--- config.mk ---
export PLATFORM = sky130hd
export DESIGN_NAME = lcd_bus_engine
export DESIGN_NICKNAME = d
export VERILOG_FILES = /design/src/rtl/lcd_bus_engine.sv
export SDC_FILE = /design/constraint.sdc
export NUM_CORES = 1
export LEC_CHECK = 0
export ABC_CLOCK_PERIOD_IN_PS = 5100
export BUFFER_PORTS_ARGS = -buffer_cell sky130_fd_sc_hd__buf_2
export CAP_MARGIN = 15
export CORE_UTILIZATION = 50
export CTS_BUF_LIST = sky130_fd_sc_hd__clkbuf_8
export DETAILED_ROUTE_END_ITERATION = 10
export PLACE_DENSITY_LB_ADDON = 0.25
export RECOVER_POWER = 50
export SKIP_LAST_GASP = 1
export SLEW_MARGIN = 5
export SYNTH_ARGS = -nofsm -noshare
export SYNTH_HDL_FRONTEND = slang
export SYNTH_SLANG_ARGS = --single-unit
--- constraint.sdc ---
create_clock -name clk -period 5.1 [get_ports clk]
set_input_delay 0 -clock clk [delete_from_list [all_inputs] [get_ports clk]]
set_output_delay 0 -clock clk [all_outputs]
set_load 0.01 [all_outputs]
--- src/rtl/lcd_bus_engine.sv ---
module lcd_bus_engine #(
  parameter int WORD_W = 32,
  parameter int CNT_W  = 18,
  parameter int STB_W  = 4,
  parameter int REC_W  = 6,
  parameter int DIV_W  = 3
) (
  input  logic              clk,
  input  logic              rst_n,
  input  logic              start,
  input  logic              cfg_read,
  input  logic              cfg_data,
  input  logic              cfg_wide,
  input  logic [STB_W-1:0]  cfg_strobe_m1,
  input  logic [REC_W-1:0]  cfg_recov_m1,
  input  logic [CNT_W-1:0]  cfg_cycles_m1,
  input  logic [DIV_W-1:0]  cfg_div_m1,
  input  logic              wf_valid,
  input  logic [WORD_W-1:0] wf_data,
  output logic              wf_pop,
  output logic              rf_push,
  output logic [WORD_W-1:0] rf_data,
  output logic              busy,
  output logic              write_done,
  output logic              bus_cs_n,
  output logic              bus_wr_n,
  output logic              bus_rd_n,
  output logic              bus_cd,
  output logic              bus_oe,
  output logic [15:0]       bus_dout,
  input  logic [15:0]       bus_din
);

  localparam int N8   = WORD_W / 8;
  localparam int N16  = WORD_W / 16;
  localparam int SL_W = $clog2(N8);
  localparam int PH_W = REC_W + 2;

  typedef enum logic [1:0] {ST_IDLE, ST_LOAD, ST_RUN} st_t;

  st_t               st;
  logic              rd_q, cd_q, wide_q;
  logic [STB_W-1:0]  stb_q;
  logic [REC_W-1:0]  rec_q;
  logic [DIV_W-1:0]  div_q, dcnt;
  logic [PH_W-1:0]   ph;
  logic [SL_W-1:0]   slice;
  logic [CNT_W-1:0]  left;
  logic [WORD_W-1:0] word_q, rword, rf_data_q;
  logic              rf_push_q;

  logic [PH_W-1:0] stb_len, last_ph;
  logic            tick, strobe_on, last_slice, start_ok;

  assign stb_len    = PH_W'(stb_q) + PH_W'(1);
  assign last_ph    = PH_W'(stb_q) + PH_W'(rec_q) + PH_W'(1);
  assign tick       = (st == ST_RUN) && (dcnt == div_q);
  assign strobe_on  = (st == ST_RUN) && (ph != '0) && (ph <= stb_len);
  assign last_slice = wide_q ? (slice == SL_W'(N16 - 1)) : (slice == SL_W'(N8 - 1));
  assign start_ok   = start && (st == ST_IDLE) && (cfg_recov_m1 >= REC_W'(2));

  assign busy       = (st != ST_IDLE);
  assign write_done = !(busy && !rd_q);
  assign wf_pop     = (st == ST_LOAD) && wf_valid;
  assign bus_cs_n   = !busy;
  assign bus_wr_n   = !(strobe_on && !rd_q);
  assign bus_rd_n   = !(strobe_on && rd_q);
  assign bus_cd     = busy ? cd_q : 1'b1;
  assign bus_oe     = (st == ST_RUN) && !rd_q;
  assign rf_push    = rf_push_q;
  assign rf_data    = rf_data_q;

  always_comb begin
    bus_dout = '0;
    if (bus_oe) begin
      if (wide_q) begin
        for (int i = 0; i < N16; i++)
          if (slice == SL_W'(i)) bus_dout = word_q[16*i +: 16];
      end else begin
        for (int i = 0; i < N8; i++)
          if (slice == SL_W'(i)) bus_dout[7:0] = word_q[8*i +: 8];
      end
    end
  end

  always_ff @(posedge clk or negedge rst_n) begin
    if (!rst_n) begin
      st        <= ST_IDLE;
      rd_q      <= 1'b0;
      cd_q      <= 1'b1;
      wide_q    <= 1'b0;
      stb_q     <= '0;
      rec_q     <= '0;
      div_q     <= '0;
      dcnt      <= '0;
      ph        <= '0;
      slice     <= '0;
      left      <= '0;
      word_q    <= '0;
      rword     <= '0;
      rf_data_q <= '0;
      rf_push_q <= 1'b0;
    end else begin
      rf_push_q <= 1'b0;
      case (st)
        ST_IDLE: if (start_ok) begin
          rd_q   <= cfg_read;
          cd_q   <= cfg_data;
          wide_q <= cfg_wide;
          stb_q  <= cfg_strobe_m1;
          rec_q  <= cfg_recov_m1;
          div_q  <= cfg_div_m1;
          left   <= cfg_cycles_m1;
          slice  <= '0;
          ph     <= '0;
          dcnt   <= '0;
          rword  <= '0;
          st     <= cfg_read ? ST_RUN : ST_LOAD;
        end
        ST_LOAD: if (wf_valid) begin
          word_q <= wf_data;
          ph     <= '0;
          dcnt   <= '0;
          st     <= ST_RUN;
        end
        ST_RUN: begin
          dcnt <= tick ? '0 : dcnt + DIV_W'(1);
          if (tick) begin
            if (rd_q && ph == stb_len) begin
              if (wide_q) begin
                for (int i = 0; i < N16; i++)
                  if (slice == SL_W'(i)) rword[16*i +: 16] <= bus_din;
              end else begin
                for (int i = 0; i < N8; i++)
                  if (slice == SL_W'(i)) rword[8*i +: 8] <= bus_din[7:0];
              end
            end
            if (ph == last_ph) begin
              ph <= '0;
              if (rd_q && (last_slice || left == '0)) begin
                rf_push_q <= 1'b1;
                rf_data_q <= rword;
                rword     <= '0;
              end
              if (left == '0) begin
                st <= ST_IDLE;
              end else begin
                left  <= left - CNT_W'(1);
                slice <= last_slice ? '0 : slice + SL_W'(1);
                if (!rd_q && last_slice) st <= ST_LOAD;
              end
            end else begin
              ph <= ph + PH_W'(1);
            end
          end
        end
        default: st <= ST_IDLE;
      endcase
    end
  end


  dout_hold_chk: assert property (@(posedge clk) disable iff (!rst_n)
    (!bus_wr_n && $past(!bus_wr_n)) |-> $stable(bus_dout));


  lead_tick_chk: assert property (@(posedge clk) disable iff (!rst_n)
    wf_pop |=> bus_wr_n);


  cs_cover_chk: assert property (@(posedge clk) disable iff (!rst_n)
    $fell(bus_wr_n) |-> $past(!bus_cs_n));


  bad_recov_chk: assert property (@(posedge clk) disable iff (!rst_n)
    (start && !busy && cfg_recov_m1 < REC_W'(2)) |=> !busy);


  wr_pending_chk: assert property (@(posedge clk) disable iff (!rst_n)
    !bus_wr_n |-> !write_done);


  push_read_chk: assert property (@(posedge clk) disable iff (!rst_n)
    rf_push |-> write_done);

endmodule

==> Word level (Yosys, flattened, before mapping) <==
Index checks and enable logic that the tools add are counted.
{ "op_classes": {"n_lt_le_gt_ge": 2, "addsub": 7, "n_reduce_logical": 34, "n_eq_ne": 14, "muxes": 56} }
{ "ops": {"columns": ["operator", "n"], "rows": [
  ["32-bit 2-to-1 mux", 6],
  ["8-bit 2-to-1 mux", 14],
  ["16-bit 2-to-1 mux", 5],
  ["18-bit 2-to-1 mux", 4],
  ["32-bit one-hot mux with 2 select lines", 1],
  ["18-bit one-hot mux with 2 select lines", 1],
  ["2-bit 2-to-1 mux", 12],
  ["8-bit one-hot mux with 3 select lines", 1],
  ["18-bit logical NOT", 1],
  ["18-bit by 1-bit subtractor with 18-bit output, second input constant", 1],
  ["1-bit logical AND", 13],
  ["5-bit AND reduction", 2],
  ["3-bit 2-to-1 mux", 3],
  ["3-bit one-hot mux with 3 select lines", 1],
  ["7-bit by 1-bit adder with 8-bit output, second input constant", 1],
  ["8-bit by 1-bit adder with 8-bit output, second input constant", 1],
  ["8-bit by 5-bit == test with 1-bit output", 1],
  ["8-bit == test", 1],
  ["8-bit by 5-bit less-or-equal comparator with 1-bit output", 1],
  ["2-bit inequality test, second input constant", 4],
  ["4-bit AND reduction", 2],
  ["8-bit nonzero test", 1],
  ["4-bit by 6-bit adder with 7-bit output", 1],
  ["2-bit == test, second input constant", 3],
  ["18 further kinds", 32]
]} }
{ "word_totals": {"in_bits": 86, "wordCells": 128, "reg_bits": 146} }

==> Longest topological paths before layout <==
{ "logic_depth": {"word_depth": 8, "mapped_depth": 11, "depth_no_buf": 9} }

==> Worst setup path before layout <==
No wires, ideal clock.
{ "synth_path": {"path_kind": "flip-flop to flip-flop", "startpoint": "reg stb_q[0]", "endpoint": "reg rf_data_q[10] (netlist: rf_data[10])", "setup_time_ps": 125, "slack_ps": 2071, "path_stages_with_launch": 11, "path_buffers": 1, "required_time_ps": 4975, "arrival_ps": 2904, "synth_period_minus_slack_ps": 3029, "path_cell_list": "dfrtp_1 > inv_1 > ha_1 > fa_1 > xnor3_1 > nor4_1 > and3_1 > nand3_1 > nor3_4 > buf_12 > mux2_4"} }
{ "synth_between": {"elab_chain_len": 4} }
{ "synth_lines": {"columns": ["item", "line_no", "rtl"], "rows": [
  ["start: declaration", "43", "logic [STB_W-1:0] stb_q;"],
  ["start signal: assignment", "110", "stb_q <= cfg_strobe_m1;"],
  ["4-bit by 6-bit adder with 7-bit output", "56", "assign last_ph = PH_W'(stb_q) + PH_W'(rec_q) + PH_W'(1);"],
  ["7-bit by 1-bit adder with 8-bit output", "56", null],
  ["8-bit == test", "138", "if (ph == last_ph) begin"],
  ["4-bit AND reduction (no line)", null, null],
  ["end signal: assignment", "142", "rf_data_q <= rword;"],
  ["end: declaration", "49", "logic [WORD_W-1:0] word_q, rword, rf_data_q;"]
]} }
No other way between the ends.
A chain may end at the register's enable or synchronous reset.

==> Worst setup path in the final report <==
{ "layout_path": {"startpoint": "reg stb_q[0]", "endpoint": "reg rf_data_q[0] (netlist: rf_data[0])"} }
The elaborated chain is that of the path after synthesis.

==> metrics.md <==
| Metric | Value |
|---|---|
| Clock Skews | `0.0163 ns` |
| CP delay by family, top | `simple AND/OR/NAND/NOR gates` |
| Yosys warns | `0` |
| Post_cts resized | `0` |
| Worst rel slew slack | `-105%` |
| Peak supply drop | `0.358 mV` |
| Xor/xnor share of the synthesized area | `1.92%` |
| Syn Area/Cell | `9.69 um2` |
| Slowest cell on crit path | `buf_4` |
| I/O Buffers | `142` |
| Layout cells sized above 1 | `21.6%` |
| CP Cell Sequence | `inv_1 -> ha_1 -> fa_1 -> xnor3_1 -> nor4_1 -> and3_1 -> nand3_2 -> buf_4 -> nor3_4 -> buf_4 -> mux2_2` |
| Die ar. | `0.0175 mm2` |
| Sink Count | `146` |
| Post-CTS Setup Inserts | `0` |
| Gr usage total | `27.4%` |
| Final hold violations | `0` |
| Htree depth | `4` |
| Leak | `4.62 nW` |
| Iteration-0 DRC Markers | `637` |
| TritonCTS clock tree | `yes` |
| Mapped Nets | `980` |
| Share of the synthesized area in the top cell type | `42.8%` |
| Largest family of logic cells by synthesized area | `simple AND/OR/NAND/NOR gates` |
| PD cells | `468 mW/mm2` |
| First-pass GRT wire length | `38.3 mm` |
| CTS Buf Count | `17` |
| Vert. Die Dim | `132 um` |
| Vias in the first global route | `7536` |
| RSZ-0062 raised after global routing | `false` |
| Clock root buffer master | `clkbuf_8` |
| Largest net degree at the start of global routing | `89` |
| Ys async rst share | `100%` |
| Slew Limit Fails | `60` |
| Remaining DRCs | `0` |
| Core footprint | `0.0166 mm2` |
| Worst Setup Start Kind | `flip-flop` |
| Total grt overflow | `0` |
| Initial Utilization | `51.1%` |
| Failing checks | `max-capacitance violations, max-slew violations` |
| Pre-Repair DR Iteration Count | `5` |
| N_diodes | `0` |
| Fin crit share | `73.4%` |
| Critical path buffers and inverters | `3` |
| Adder-cell area share of the yosys netlist | `2.89%` |
| Final setup viols | `0` |
| Req. time, crit path | `5.46 ns` |
| Crit path arrival time | `4.10 ns` |
| Mapped Area | `0.00848 mm2` |
| Setup crit end kind | `flip-flop` |
| Ports | `143` |
| Vias | `7695` |
| CP most frequent cell | `buf_4` |
| Total Neg Setup Slack | `0 ns` |
| Area grow syn2layout | `23.2%` |
| Worst-margin pin slew | `3.07 ns` |
| Type of the worst min-delay path | `input port to flip-flop` |
| Multiplexer share of the synthesized area | `10.2%` |
| Post-DRT Antenna Nets | `0` |
| Fmax | `267 MHz` |
| Seq cells post-synth | `146` |
| Status | `finished with violations` |
| Die X-Extent | `132 um` |
| Dpl cell area | `0.00930 mm2` |
| CTS max path bufs | `2` |
| Crit Path Class | `flip-flop to flip-flop` |
| Final nets | `1177` |
| Antenna violations before repair | `0` |
| Placer Congestion | `0.853` |
| Distinct cell type count after synthesis | `68` |
| Count leader, synth | `nand2_1` |
| Max-Cap Viols | `1` |
| Via-per-instance ratio | `5.90` |
| Seq/Total Area, Yosys | `43.1%` |
| Post-synth EDFFs | `0` |
| Critical Path Fanout Max | `49` |
| Simple-gate share of the synthesized area | `18.9%` |
| Clock Pin Slew Worst Setup and Hold Paths | `0.09 ns` |
| Cell count after synthesis | `875` |
| Cell Rows | `47` |
| Commonest cells in the netlist | `nand2_1, dfrtp_1, nor2_1` |
| Tmin final | `3.74 ns` |
| Routed wire per std cell | `17.8 um` |
| Final instance area | `0.0105 mm2` |
| Complex-gate fraction of the synthesized area | `18.8%` |
| Clk_lat worst skew | `0.47 ns` |
| CP max stage delay | `0.49 ns` |
| DP HPWL | `15.2 mm` |
| Total wire length | `23.3 mm` |
| Synth area leaders | `dfrtp_1, nand2_1, mux2_4, mux2_2, o211ai_1` |
| Ys flop type | `dfrtp_1` |
| Area leader, netlist | `dfrtp_1` |
worst paths after layout:
path | startpoint | cells past startpoint | slack [ns] | endpoint
worst max register to register | stb_q[0] | 11 | 1.36 | rf_data[0]
worst min register to register | cd_q | 2 | 0.47 | cd_q
worst max-delay path | stb_q[0] | 11 | 1.36 | rf_data[0]
worst min-delay path | cfg_cycles_m1[12] | 5 | 0.02 | left[12]
min in group asynchronous | rst_n | 2 | 0.16 | rf_data[3]
max in group asynchronous | rst_n | 3 | 1.55 | rword[21]
logic make-up after synthesis:
group	Yosys count
compound gates	211
xor+xnor	17
fa+ha+maj	19
buf+inv	81
flops	146
mux	67
simple gates	334
what timing repair did:
item / 4_1_cts / 5_1_grt
hold endpoints to repair: 176 / 0
hold buffers: 82 / 0
setup endpoints to repair: 0 / 0
cells in the final DEF (no fill, tap or decap), types with 18 or more instances in the layout:
cell type / instances
o211ai_1: 38
o21ai_0: 24
mux2_4: 30
mux2_2: 35
dfrtp_1: 145
buf_2: 104
nor2_1: 47
nand2_1: 156
clkbuf_1: 38
ha_1: 18
dlygate4sd3_1: 82
inv_1: 21
nand3_1: 31
a21oi_1: 20
stage by stage:
step                      cells  setup WS, ns  hold WS, ns  power (mW)  utilization (%)
after floorplan             875          2.07       -0.296        3.29                -
after global placement     1190          1.44        0.141        3.89             56.1
after detailed placement   1190          1.39        0.140        3.93             56.1
after CTS                  1304          1.38      0.00254        4.87             63.3
after global routing       1305         0.765       0.0328        5.22             63.0
final                      1305          1.36       0.0208        4.89             63.0
area by class of cell:
| class | instances | area, um2 |
|---|---|---|
| sequential | 146 | 3650 |
| fill | 1373 | 6130 |
| timing repair buffer | 238 | 1590 |
| clock buffer | 17 | 234 |
| inverter | 21 | 78.8 |
| tap | 220 | 275 |
| clock inverter | 15 | 140 |
| multi-input combinational | 648 | 4480 |
power breakdown:
group          internal (mW)  switching [mW]
Combinational          0.881            1.37
Clock                  0.389           0.484
Sequential              1.44           0.327
Total                   2.71            2.18
routing by layer:
metal / wire, um / vias to the layer above / global-route usage, %
met1: 10100 / 3692 / 36.0
met4: 710 / 0 / 12.1
met5: 0 / - / 0
li1: - / 3642 / -
met3: 1420 / 51 / 5.04
met2: 11000 / 310 / 44.5
state kept, by name (all words and copies together) (netlist names):
name	cells
word_q	32
stb_q	4
st	2
ph	8
wide_q	1
rf_push	1
left	18
slice	2
rec_q	6
cd_q	1
rd_q	1
div_q	3
dcnt	3
rf_data	32
rword	32
worst min-delay path, stage by stage:
cell and delay (ns):
buf_2 0.10, nor2_1 0.14, a41oi_1 0.07, o21ai_0 0.07, nand3_1 0.06
(Power assumes the default switching activity.)
